## config.mk

```make
export PLATFORM = sky130hd
export DESIGN_NAME = smb_alert_responder
export DESIGN_NICKNAME = d
export VERILOG_FILES = /design/src/rtl/smb_alert_responder.sv
export SDC_FILE = /design/constraint.sdc
export NUM_CORES = 1
export LEC_CHECK = 0
export ABC_AREA = 0
export BUFFER_PORTS_ARGS = -buffer_cell sky130_fd_sc_hd__buf_4
export CAP_MARGIN = 20
export CORE_MARGIN = 2
export CORE_UTILIZATION = 52
export DETAILED_ROUTE_END_ITERATION = 8
export GPL_ROUTABILITY_DRIVEN = 0
export PLACE_DENSITY = 0.73
export SYNTH_ARGS = -nofsm -noshare
export SYNTH_HDL_FRONTEND = slang
export SYNTH_SLANG_ARGS = --single-unit
export TNS_END_PERCENT = 20
```

## constraint.sdc

```tcl
create_clock -name clk -period 2.3 [get_ports clk]
set_clock_uncertainty 0.15 [all_clocks]
set_input_delay 0.115 -clock clk [delete_from_list [all_inputs] [get_ports clk]]
set_output_delay 0.115 -clock clk [all_outputs]
set_load 0.02 [all_outputs]
```

## src/rtl/smb_alert_responder.sv

```systemverilog
module smb_alert_responder #(
  parameter logic [6:0] ARA = 7'b0001100
) (
  input  logic       clk,
  input  logic       rst_n,
  input  logic       scl_in,
  input  logic       sda_in,
  input  logic [6:0] dev_addr,
  input  logic       alert_pending,
  input  logic       pec_en,
  input  logic       cond_gone,
  input  logic       stat_read,
  output logic       sda_pull,
  output logic       responded,
  output logic       alert_release
);
  typedef enum logic [2:0] {S_IDLE, S_ADDR, S_ACK, S_TX, S_MACK, S_DONE} st_t;

  localparam logic [7:0] ARA_RD = {ARA, 1'b1};

  function automatic logic [7:0] crc8(input logic [7:0] c, input logic [7:0] d);
    logic [7:0] r;
    r = c ^ d;
    for (int i = 0; i < 8; i++) r = r[7] ? ((r << 1) ^ 8'h07) : (r << 1);
    return r;
  endfunction

  st_t        st;
  logic       scl_r, scl_p, sda_r, sda_p;
  logic [7:0] sh;
  logic [3:0] cnt;
  logic       in_pec, ack_seen, go_pec;

  wire rise      = scl_r & ~scl_p;
  wire fall      = ~scl_r & scl_p;
  wire start_det = scl_r & scl_p & sda_p & ~sda_r;
  wire stop_det  = scl_r & scl_p & ~sda_p & sda_r;
  wire [7:0] tx_byte = {dev_addr, 1'b1};
  wire [7:0] pec     = crc8(crc8(8'h00, ARA_RD), tx_byte);
  wire [7:0] rx_next = {sh[6:0], sda_r};

  always_ff @(posedge clk or negedge rst_n) begin
    if (!rst_n) begin
      {scl_r, scl_p, sda_r, sda_p} <= 4'hF;
    end else begin
      scl_r <= scl_in;
      scl_p <= scl_r;
      sda_r <= sda_in;
      sda_p <= sda_r;
    end
  end

  always_ff @(posedge clk or negedge rst_n) begin
    if (!rst_n) begin
      st <= S_IDLE;
      sh <= '0;
      cnt <= '0;
      in_pec <= 1'b0;
      ack_seen <= 1'b0;
      go_pec <= 1'b0;
      sda_pull <= 1'b0;
      responded <= 1'b0;
      alert_release <= 1'b0;
    end else begin
      responded <= 1'b0;
      alert_release <= 1'b0;
      if (start_det) begin
        st <= S_ADDR;
        cnt <= '0;
        sda_pull <= 1'b0;
      end else if (stop_det) begin
        st <= S_IDLE;
        sda_pull <= 1'b0;
      end else begin
        unique case (st)
          S_ADDR: if (rise) begin
            sh  <= rx_next;
            cnt <= cnt + 4'd1;
            if (cnt == 4'd7)
              st <= (rx_next == ARA_RD && alert_pending) ? S_ACK : S_DONE;
          end
          S_ACK: if (fall) begin
            if (!sda_pull) sda_pull <= 1'b1;
            else begin
              st <= S_TX;
              sh <= tx_byte;
              cnt <= '0;
              in_pec <= 1'b0;
              sda_pull <= ~dev_addr[6];
            end
          end
          S_TX: begin
            if (rise) begin
              if (sh[7] && !sda_r) begin
                st <= S_DONE;
                sda_pull <= 1'b0;
              end else begin
                cnt <= cnt + 4'd1;
                if (cnt == 4'd7) begin
                  st <= S_MACK;
                  ack_seen <= 1'b0;
                  if (!in_pec) begin
                    responded <= 1'b1;
                    alert_release <= cond_gone & stat_read;
                  end
                end
              end
            end else if (fall) begin
              sh <= {sh[6:0], 1'b1};
              sda_pull <= ~sh[6];
            end
          end
          S_MACK: begin
            if (rise) begin
              ack_seen <= 1'b1;
              go_pec <= ~sda_r & pec_en & ~in_pec;
              if (sda_r || !pec_en || in_pec) st <= S_DONE;
            end else if (fall) begin
              if (!ack_seen) sda_pull <= 1'b0;
              else if (go_pec) begin
                st <= S_TX;
                sh <= pec;
                cnt <= '0;
                in_pec <= 1'b1;
                sda_pull <= ~pec[7];
              end
            end
          end
          default: sda_pull <= 1'b0;
        endcase
      end
    end
  end
endmodule

```

## Yosys cells after proc, flatten, opt, wreduce, memory -nomap -nowiden

Index checks and enable logic that the tools add are counted.
W data, S select, Z words.

- Bits in registers: 25
- Input port bits: 15
- Output and inout port bits: 3
- Word-level logic and storage cells: 190

- Add/subtract/negate cells: 1
- Equal/unequal tests: 45
- Mux-type cells: 84
- Bitwise gates (word level): 29
- Reductions and logical operators: 18

Operators by type and width:

| operator | count |
|---|---|
| $mux W8 | 9 |
| $mux W3 | 23 |
| $mux W4 | 11 |
| $ne A5 B5 Y1 const B | 8 |
| $mux W1 | 35 |
| $pmux W8 S4 | 1 |
| $ne A3 B3 Y1 const B | 10 |
| $ne A2 B2 Y1 const B | 14 |
| $ne A4 B4 Y1 const B | 7 |
| $not A3 Y3 | 8 |
| $reduce_and A11 Y1 | 2 |
| $pmux W4 S4 | 1 |
| $reduce_and A7 Y1 | 2 |
| $pmux W3 S4 | 1 |
| $reduce_and A12 Y1 | 1 |
| $and A1 B1 Y1 | 10 |
| $not A1 Y1 | 10 |
| $reduce_and A9 Y1 | 1 |
| $eq A8 B5 Y1 const B | 1 |
| $eq A3 B2 Y1 const B | 2 |
| $reduce_bool A6 Y1 | 1 |
| $not A5 Y5 | 1 |
| $reduce_bool A5 Y1 | 1 |
| $add A4 B1 Y4 const B | 1 |
| other kinds (11) | 16 |

## Depth between registers and ports, before layout

Gate-level depths: netlist (run 1).

- Word-level depth: 22
- Gate-level depth with buffers: 9
- Mapped depth without buffers: 7

## Worst setup path before layout (run 1)

Ideal clock, no wire load.

- Path type: register -> register
- Start point: register scl_r
- End point: register sh[1]
- Data arrival time: 1971 ps
- Required time: 2015 ps
- Path slack: 44 ps
- Cell stages (with the launch flop): 8
- Path buffers: 2
- Cell sequence: dfstp_2 -> ha_1 -> clkbuf_1 -> nor2b_1 -> o22a_1 -> o2111ai_1 -> clkbuf_1 -> o21ai_0

- Longest elaborated chain between the ends: 5
- Elaborated cells on any way between the ends: 17
- Those cells by class: eq/ne (6); bitwise (10); reduce/logical (1)

Ends and longest elaborated chain:

| what | line | RTL |
|---|---|---|
| start, declared | 29 | `logic scl_r, scl_p, sda_r, sda_p;` |
| start signal, assigned | 46 | `scl_r <= scl_in;` |
| $and A1 B1 Y1 | 36, 37 |  |
| $and A1 B1 Y1, on equally long branches (2 in a row) | 37, 36 |  |
| $not A1 Y1 (no source line) | - |  |
| $reduce_and A12 Y1 (no source line) (*) | - |  |
| end signal, assigned | 77 | `sh <= rx_next;` |
| end signal, assigned | 86 | `sh <= tx_byte;` |
| end signal, assigned | 109 | `sh <= {sh[6:0], 1'b1};` |
| end, declared | 30 | `logic [7:0] sh;` |

Mark *: on every way between the ends. The rest lies on a longest branch, timed or not.
A chain may end at the register's enable or synchronous reset.

## Worst setup path after layout (run 1)

- Start point: register scl_p
- End point: register cnt[2]

- Longest elaborated chain between the ends: 5
- Elaborated cells on any way between the ends: 21
- Those cells by class: eq/ne (10); mux (1); bitwise (8); reduce/logical (2)

Ends and longest elaborated chain:

| what | line | RTL |
|---|---|---|
| start, declared | 29 |  |
| start signal, assigned | 47 | `scl_p <= scl_r;` |
| $and A1 B1 Y1 | 36, 37 |  |
| $and A1 B1 Y1, on equally long branches (2 in a row) | 36, 37 |  |
| $ne A3 B3 Y1 (no source line) (tied with other cells) | - |  |
| $reduce_and A11 Y1 (no source line) | - |  |
| end signal, assigned | 78 | `cnt <= cnt + 4'd1;` |
| end signal, assigned | 98 | `cnt <= cnt + 4'd1;` |
| end, declared | 31 | `logic [3:0] cnt;` |

Parallel ways exist; a longest one is shown, timed or not.

==> impl_metrics.yaml, run 1 <==
status:
  outcome: "finished clean"
finish:
  largest_reg_flops: 8
  utilization_pct: 65.0
  fin_area_mm2: 0.00202
  drive_above_1_share_pct: 20.6
  diodes: 0
  instances_no_fill: 262
  fillCellCount: 262
  areaGrowthSynthToFinish_pct: 17.5
  top_register: "sh"
  top_regs: "sh (8), cnt (4), st (3)"
  nets: 238
routing:
  drc: 0
  post_drt_wl_per_cell_um: 15.6
  dr.pass1.iters: 4
  num_vias: 1568
  drt_iter0_markers: 86
  via_per_inst: 5.98
  detail-route-antenna-nets: 0
  drt-total-wl_mm: 4.09
synth:
  synth-async-reset-ratio_pct: 100
  ys_seq_area_share_pct: 36.7
  synth_edf_count: 0
  ys_warn_count: 0
  syn-num-nets: 211
  synth_top_area_share_pct: 30.6
  yosys-top-cells-area: "dfrtp_1 (31%), dfstp_2 (6.1%), nand2_1 (4.2%)"
  netlist-cell-type-count: 56
  yosys.area.top_type: "dfrtp_1"
  post_synth_instance_area_mm2: 0.00172
  synth_commonest_cells: "dfrtp_1 (21), nand2_1 (19), o21ai_0 (14)"
  netlist_instances: 192
  synth.most_common_cell: "dfrtp_1"
  synth_ff_type: "dfrtp_1"
  syn_avg_cell_area_um2: 8.94
  synth.ff_latch_count: 25
die:
  core_area_mm2: 0.00310
  die-area_mm2: 0.00378
  ioPinCount: 18
  die_h_um: 61.5
  start_util_pct: 55.3
  num_rows: 20
  fp.dieW_um: 61.5
critical_path:
  arrival_ps: 2260
  path_max_fanout: 6
  critPathKind: "reg2reg"
  critPathCaptureType: "flip-flop"
  start_kind: "flip-flop"
  critPathRequiredTime_ps: 2400
place:
  placed_cell_area_mm2: 0.00192
  place.port_buffers: 17
  dp_hpwl_mm: 3.08
  dp_cells: 251
clocking:
  clockBufferDepth: 2
  cts-root-buf: "clkbuf_4"
  clk_pin_slew_ps: 120
  clk_latency_ps: 310
  ctsHtreeMaxLevel: 1
  numCtsBuffers: 3
  cts.sinks: 25
  cts_tree: "done"
timing:
  worst_pin_slew_ps: 407
  max_freq_mhz: 462
  fin_crit_sh_pct: 94.1
  fin_crit_ps: 2160
  slew_viol_final: 0
  tns_ps: 0
  setup_viol: 0
  slew_headroom_pct: 72.9
  timing_hold_violations_final: 0
global_route:
  grt_max_degree: 26
  grt_antenna_before_repair: 0
  grt_pass1_vias: 1540
  grt_pass1_wl_mm: 6.98
  grt.overflow.total: 0
  track_usage_pct: 24.7
power:
  vdd_drop_max_mv: 0.519
  power.leakage_nw: 0.883
  powerDensity_mw_per_mm2: 1040
min_path:
  hold_class: "in2async"
job:
  max-cap-violations: 0
layer usage:
layer	part of all wire, %	vias up	track usage (%)
met5	0	-	0
met4	1.0	0	6.08
met1	48	731	35.6
li1	-	770	-
met3	6.1	6	4.83
met2	44	61	38.3
path summary, 6_finish.rpt:
| path | startpoint | end | slack [ps] | cells past startpoint |
|---|---|---|---|---|
| max | scl_p | cnt[2] | 140 | 7 |
| min | rst_n | cnt[0] | 70 | 2 |
| max reg2reg | scl_p | cnt[2] | 140 | 7 |
| min reg2reg | scl_r | scl_p | 250 | 0 |
| max in group asynchronous | rst_n | scl_p | 1640 | 2 |
| min in group clk | dev_addr[1] | sh[4] | 110 | 4 |
stage by stage:
stage          setup slack, ps  hold slack (ps)  power (mW)
5_1_grt                  -1.85             98.6        2.26
3_5_place_dp              69.7             -117        1.88
4_1_cts                   34.9             72.1        2.07
3_3_place_gp               169             -126        1.84
2_1_floorplan             43.7             -331        1.56
6_report                   136             70.9        2.10
cell families after synthesis:
kind of cell,Yosys count,synth area share (%)
fa+ha+maj,4,2.92
flops,25,36.7
simple gates,61,20.2
compound gates,69,28.3
xor+xnor,13,6.63
buf+inv,19,4.66
mux,1,0.583
where the power goes:
part | total (mW) | switching (mW) | internal (mW)
Sequential | 0.738 | 0.149 | 0.589
Combinational | 1.18 | 0.642 | 0.534
Clock | 0.188 | 0.120 | 0.0679
Total | 2.10 | 0.911 | 1.19
cell usage in the layout (no fill, tap or decap), types with 2 or more instances in the layout:
cell type and instances:
nor3_1 4, nor2_1 7, dfstp_2 4, o221ai_1 2, nand2b_1 3, inv_1 8
a21o_1 5, o211ai_1 2, o22ai_1 9, a211oi_1 5, dlygate4sd3_1 5, ha_2 2
nor2b_1 3, o22a_1 2, xor2_1 8, a211o_1 2, xnor2_1 5, buf_4 28
nor4bb_1 2, and3b_1 2, nand2_1 19, ha_1 2, o21ai_0 13, o32ai_1 2
nand3_1 5, dfrtp_1 21, a22o_1 2, clkbuf_4 3, nand3b_1 3, a21oi_1 10
what timing repair did:
| item | CTS | global route |
|---|---|---|
| setup buffers | 0 | 2 |
| resized for setup | 0 | 5 |
| setup endpoints to repair | 0 | 4 |
| endpoints found under the hold margin | 28 | 0 |
| hold buffers | 5 | 0 |
critical path, cell delays in order, from the launching register on:
cell and delay, ps:
dfstp_2 570, inv_1 50, ha_2 200, nor2b_1 120, o22a_2 210, o2111ai_2 150
or4b_1 500, a21oi_1 160
area by class of cell:
cell class	count	area, µm²	area share [%]
timing repair buffer	33	260	12.9
multi-input combinational	148	1010	50.3
clock buffer	4	26.3	1.30
inverter	8	30.0	1.49
sequential	25	631	31.3
tap	44	55.1	2.73
Note: power is estimated with default switching activity, not from simulation.
==> run 2: changes to the inputs <==
--- a/config.mk
+++ b/config.mk
@@ -13,6 +13,7 @@
 export DETAILED_ROUTE_END_ITERATION = 8
 export GPL_ROUTABILITY_DRIVEN = 0
 export PLACE_DENSITY = 0.73
+export SETUP_SLACK_MARGIN = 0.15
 export SYNTH_ARGS = -nofsm -noshare
 export SYNTH_HDL_FRONTEND = slang
 export SYNTH_SLANG_ARGS = --single-unit
==> impl_metrics.yaml, run 2 (synthesis results as in run 1) <==
die:
  fp.dieW_um: 61.5
  ioPinCount: 18
  core_area_mm2: 0.00310
  num_rows: 20
  start_util_pct: 55.3
  die_h_um: 61.5
  die-area_mm2: 0.00378
timing:
  fin_crit_ps: 2200
  setup_viol: 0
  rsz0062_at_grt: "yes"
  slew_headroom_pct: 73.1
  tns_ps: 0
  slew_viol_final: 0
  fin_crit_sh_pct: 95.5
  whs_ps: 43.3
  max_freq_mhz: 455
  timing_hold_violations_final: 0
  fin_ws_ps: 104
  worst_pin_slew_ps: 404
clocking:
  cts-root-buf: "clkbuf_4"
  cts_tree: "done"
  ctsHtreeMaxLevel: 1
  numCtsBuffers: 3
  cts.sinks: 25
  clk_latency_ps: 330
  clockBufferDepth: 2
  clk_pin_slew_ps: 150
place:
  dp_slack_ps: 26.3
  dp_hpwl_mm: 3.16
  place.port_buffers: 17
  dp_cells: 254
  placed_cell_area_mm2: 0.00195
routing:
  drt-total-wl_mm: 4.75
  drt_iter0_markers: 144
  via_per_inst: 6.38
  detail-route-antenna-nets: 0
  dr.pass1.iters: 5
  drc: 0
  post_drt_wl_per_cell_um: 17.4
  num_vias: 1743
finish:
  top_regs: "sh (8), cnt (4), st (3)"
  diodes: 0
  largest_reg_flops: 8
  drive_above_1_share_pct: 30.6
  fin_area_mm2: 0.00222
  instances_no_fill: 273
  mostFrequentLayoutCells: "buf_4 (36), dfrtp_1 (20), nand2_1 (18)"
  final_common_cell: "buf_4"
  top_register: "sh"
  utilization_pct: 71.5
  nets: 249
  areaGrowthSynthToFinish_pct: 29.2
global_route:
  grt_pass1_wl_mm: 7.27
  grt_pass1_vias: 1514
  grt.overflow.total: 0
  grt_antenna_before_repair: 0
  grt_max_degree: 26
  track_usage_pct: 26.0
power:
  vdd_drop_max_mv: 0.535
  p_total_mw: 2.47
  powerDensity_mw_per_mm2: 1110
  power.leakage_nw: 0.956
status:
  outcome: "finished clean"
critical_path:
  start_kind: "flip-flop"
  path_max_fanout: 4
  critPathKind: "reg2reg"
  critPathRequiredTime_ps: 2430
  arrival_ps: 2330
  critPathCaptureType: "flip-flop"
  reg2reg_slack_ps: 100
job:
  max-cap-violations: 0
min_path:
  hold_class: "in2async"
run 2: changes by cell type in the layout (fill, tap and decap cells not counted), sizes merged:
cell / previous run / this run
clkbuf: 4 / 3
clkinvlp: 0 / 1
buf: 28 / 39
run 2: path summary, 6_finish.rpt:
| kind | startpoint | to | cells after the start |
|---|---|---|---|
| min | rst_n | alert_release | 2 |
| max in group asynchronous | rst_n | scl_r | 2 |
| max reg2reg | scl_p | cnt[2] | 7 |
| min in group clk | dev_addr[1] | sh[4] | 4 |
| min reg2reg | scl_r | scl_p | 0 |
| max | scl_p | cnt[2] | 7 |
run 2: metal layers:
| metal | vias to the layer above | GRT usage [%] | part of all wire, % |
|---|---|---|---|
| li1 | 786 | - | - |
| met1 | 823 | 40.5 | 42 |
| met2 | 111 | 35.7 | 45 |
| met3 | 23 | 3.15 | 9.4 |
| met4 | 0 | 10.9 | 3.4 |
| met5 | - | 0 | 0 |
run 2: area by class of cell:
class	instances	area [µm²]
Tap cell	44	55.1
Clock inverter	1	7.51
Sequential cell	25	632
Timing Repair Buffer	44	363
Multi-Input combinational cell	148	1110
Fill cell	230	885
Clock buffer	3	22.5
Inverter	8	30.0
run 2: worst max-delay path, stage by stage (launching register included):
cell	delay, ps
dfstp_2	610
inv_2	50
ha_4	170
nor2b_4	110
o22a_2	210
o2111ai_4	160
or4b_4	540
a21oi_2	130
run 2: power breakdown:
group	switching, mW	internal [mW]
Clock	0.144	0.0667
Sequential	0.156	0.590
Combinational	0.788	0.728
run 2: repair_timing:
item,in CTS,in global routing
endpoints found under the hold margin,28,0
endpoints found under the setup margin,10,14
pin swaps,1,7
hold buffers,5,0
buffers inserted,5,5
gates resized for setup,6,21
==> run 3: changes to the inputs <==
--- a/config.mk
+++ b/config.mk
@@ -6,13 +6,16 @@
 export NUM_CORES = 1
 export LEC_CHECK = 0
 export ABC_AREA = 0
+export ABC_CLOCK_PERIOD_IN_PS = 2300
 export BUFFER_PORTS_ARGS = -buffer_cell sky130_fd_sc_hd__buf_4
 export CAP_MARGIN = 20
 export CORE_MARGIN = 2
 export CORE_UTILIZATION = 52
 export DETAILED_ROUTE_END_ITERATION = 8
 export GPL_ROUTABILITY_DRIVEN = 0
+export HOLD_SLACK_MARGIN = 0.1
 export PLACE_DENSITY = 0.73
+export REMOVE_ABC_BUFFERS = 1
 export SETUP_SLACK_MARGIN = 0.15
 export SYNTH_ARGS = -nofsm -noshare
 export SYNTH_HDL_FRONTEND = slang
==> impl_metrics.yaml, run 3 (synthesis results as in run 1) <==
status:
  outcome: "finished clean"
timing:
  setup_viol: 0
  slew_viol_final: 0
  worst_pin_slew_ps: 392
  fin_crit_sh_pct: 95.4
  fin_crit_ps: 2190
  rsz0062_at_grt: "yes"
  tns_ps: 0
  timing_hold_violations_final: 0
  max_freq_mhz: 456
  slew_headroom_pct: 73.9
critical_path:
  reg2reg_depth: 5
  critPathRequiredTime_ps: 2410
  path_max_fanout: 5
  start_kind: "flip-flop"
  arrival_ps: 2310
  critPathCaptureType: "flip-flop"
  reg2reg_slack_ps: 110
  r2r-end: "cnt[3]"
  r2r_start: "st[0]"
  crit_path_end: "cnt[3]"
  critPathKind: "reg2reg"
  crit_start: "st[0]"
finish:
  top_regs: "sh (8), cnt (4), st (3)"
  mostFrequentLayoutCells: "buf_4 (34), dfrtp_1 (20), nand2_1 (19)"
  top_register: "sh"
  fillCellCount: 256
  largest_reg_flops: 8
  final_common_cell: "buf_4"
  areaGrowthSynthToFinish_pct: 28.0
  drive_above_1_share_pct: 26.4
  multi_input_comb_area_mm2: 0.00105
  diodes: 0
  nets: 251
  regArea_um2: 632
power:
  p_sw_mw: 1.05
  powerDensity_mw_per_mm2: 1100
  vdd_drop_max_mv: 0.633
  power.leakage_nw: 0.962
  p_seq_share_pct: 31.1
  combPwrFrac_pct: 60.3
  swShare_pct: 43.5
  p_total_mw: 2.42
  intPower_mw: 1.37
  clkPwrFrac_pct: 8.6
routing:
  drt-total-wl_mm: 4.79
  drc: 0
  post_drt_wl_per_cell_um: 17.4
  dr.pass1.iters: 5
  detail-route-antenna-nets: 0
  drt_iter0_markers: 142
  num_vias: 1726
  via_per_inst: 6.28
clocking:
  numCtsBuffers: 3
  cts.sinks: 25
  cts-root-buf: "clkbuf_4"
  clockBufferDepth: 2
  ctsHtreeMaxLevel: 1
  cts_tree: "done"
  clk_pin_slew_ps: 140
  clk_latency_ps: 330
global_route:
  grt_pass1_vias: 1546
  grt_pass1_wl_mm: 7.33
  grt_max_degree: 22
  grt.overflow.total: 0
  grt_antenna_before_repair: 0
  track_usage_pct: 26.7
die:
  ioPinCount: 18
  start_util_pct: 55.3
  core_area_mm2: 0.00310
  fp.dieW_um: 61.5
  die-area_mm2: 0.00378
  num_rows: 20
  die_h_um: 61.5
min_path:
  hold_start: "dev_addr[0]"
  hold_class: "in2reg"
place:
  dp_hpwl_mm: 3.31
  place.port_buffers: 17
job:
  max-cap-violations: 0
## run 3: layer usage
metal | vias up | global-route usage, % | share of wire, %
met5 | - | 0 | 0
met4 | 0 | 8.81 | 1.5
met3 | 9 | 3.36 | 7.4
met2 | 85 | 44.5 | 49
met1 | 839 | 36.1 | 43
li1 | 793 | - | -
## run 3: final cells by class
class / instances / share of cell area, %
Sequential cell: 25 / 28.8
Tap cell: 44 / 2.51
Timing Repair Buffer: 46 / 18.2
Clock buffer: 4 / 1.20
Multi-Input combinational cell: 148 / 48.0
Inverter: 8 / 1.37
## run 3: repair_timing
| item | 4_1_cts | 5_1_grt |
|---|---|---|
| endpoints found under the hold margin | 30 | 0 |
| resized for setup | 4 | 12 |
| endpoints found under the setup margin | 7 | 10 |
| pin swaps | 1 | 0 |
| hold buffers | 8 | 0 |
| buffers inserted | 2 | 6 |
| cloned | 0 | 1 |
## run 3: critical path, stage by stage (launching register included)
cell	delay [ps]
dfrtp_1	440
or3b_4	460
o22ai_4	200
o2111ai_2	200
or4_4	520
a21oi_2	170
## run 3: through the flow
stage	area (µm²)	std cells	hold WS, ps	util [%]	worst slack [ps]
4_1_cts	2060	267	122	66.3	118
2_1_floorplan	1670	181	-331	-	-51.4
3_3_place_gp	1930	253	-120	62.3	165
3_5_place_dp	1930	253	-115	62.3	17.2
6_report	2200	275	117	70.8	105
5_1_grt	2200	275	136	70.8	39.2
## run 3: power groups by stage
stage,registers (mW),clock network (mW),logic (mW)
global route,0.769,0.227,1.58
detailed placement,0.757,0,1.15
floorplan,0.774,0,0.736
CTS,0.750,0.200,1.19
finish,0.752,0.207,1.46
global placement,0.753,0,1.10
## run 3: worst min path at each step
stage	end	slack, ps	cells after the start
2_1_floorplan	ack_seen	-330	0
3_3_place_gp	alert_release	-120	1
3_5_place_dp	responded	-110	1
4_1_cts	sh[1]	120	5
5_1_grt	sda_p	140	2
6_report	sh[1]	120	5
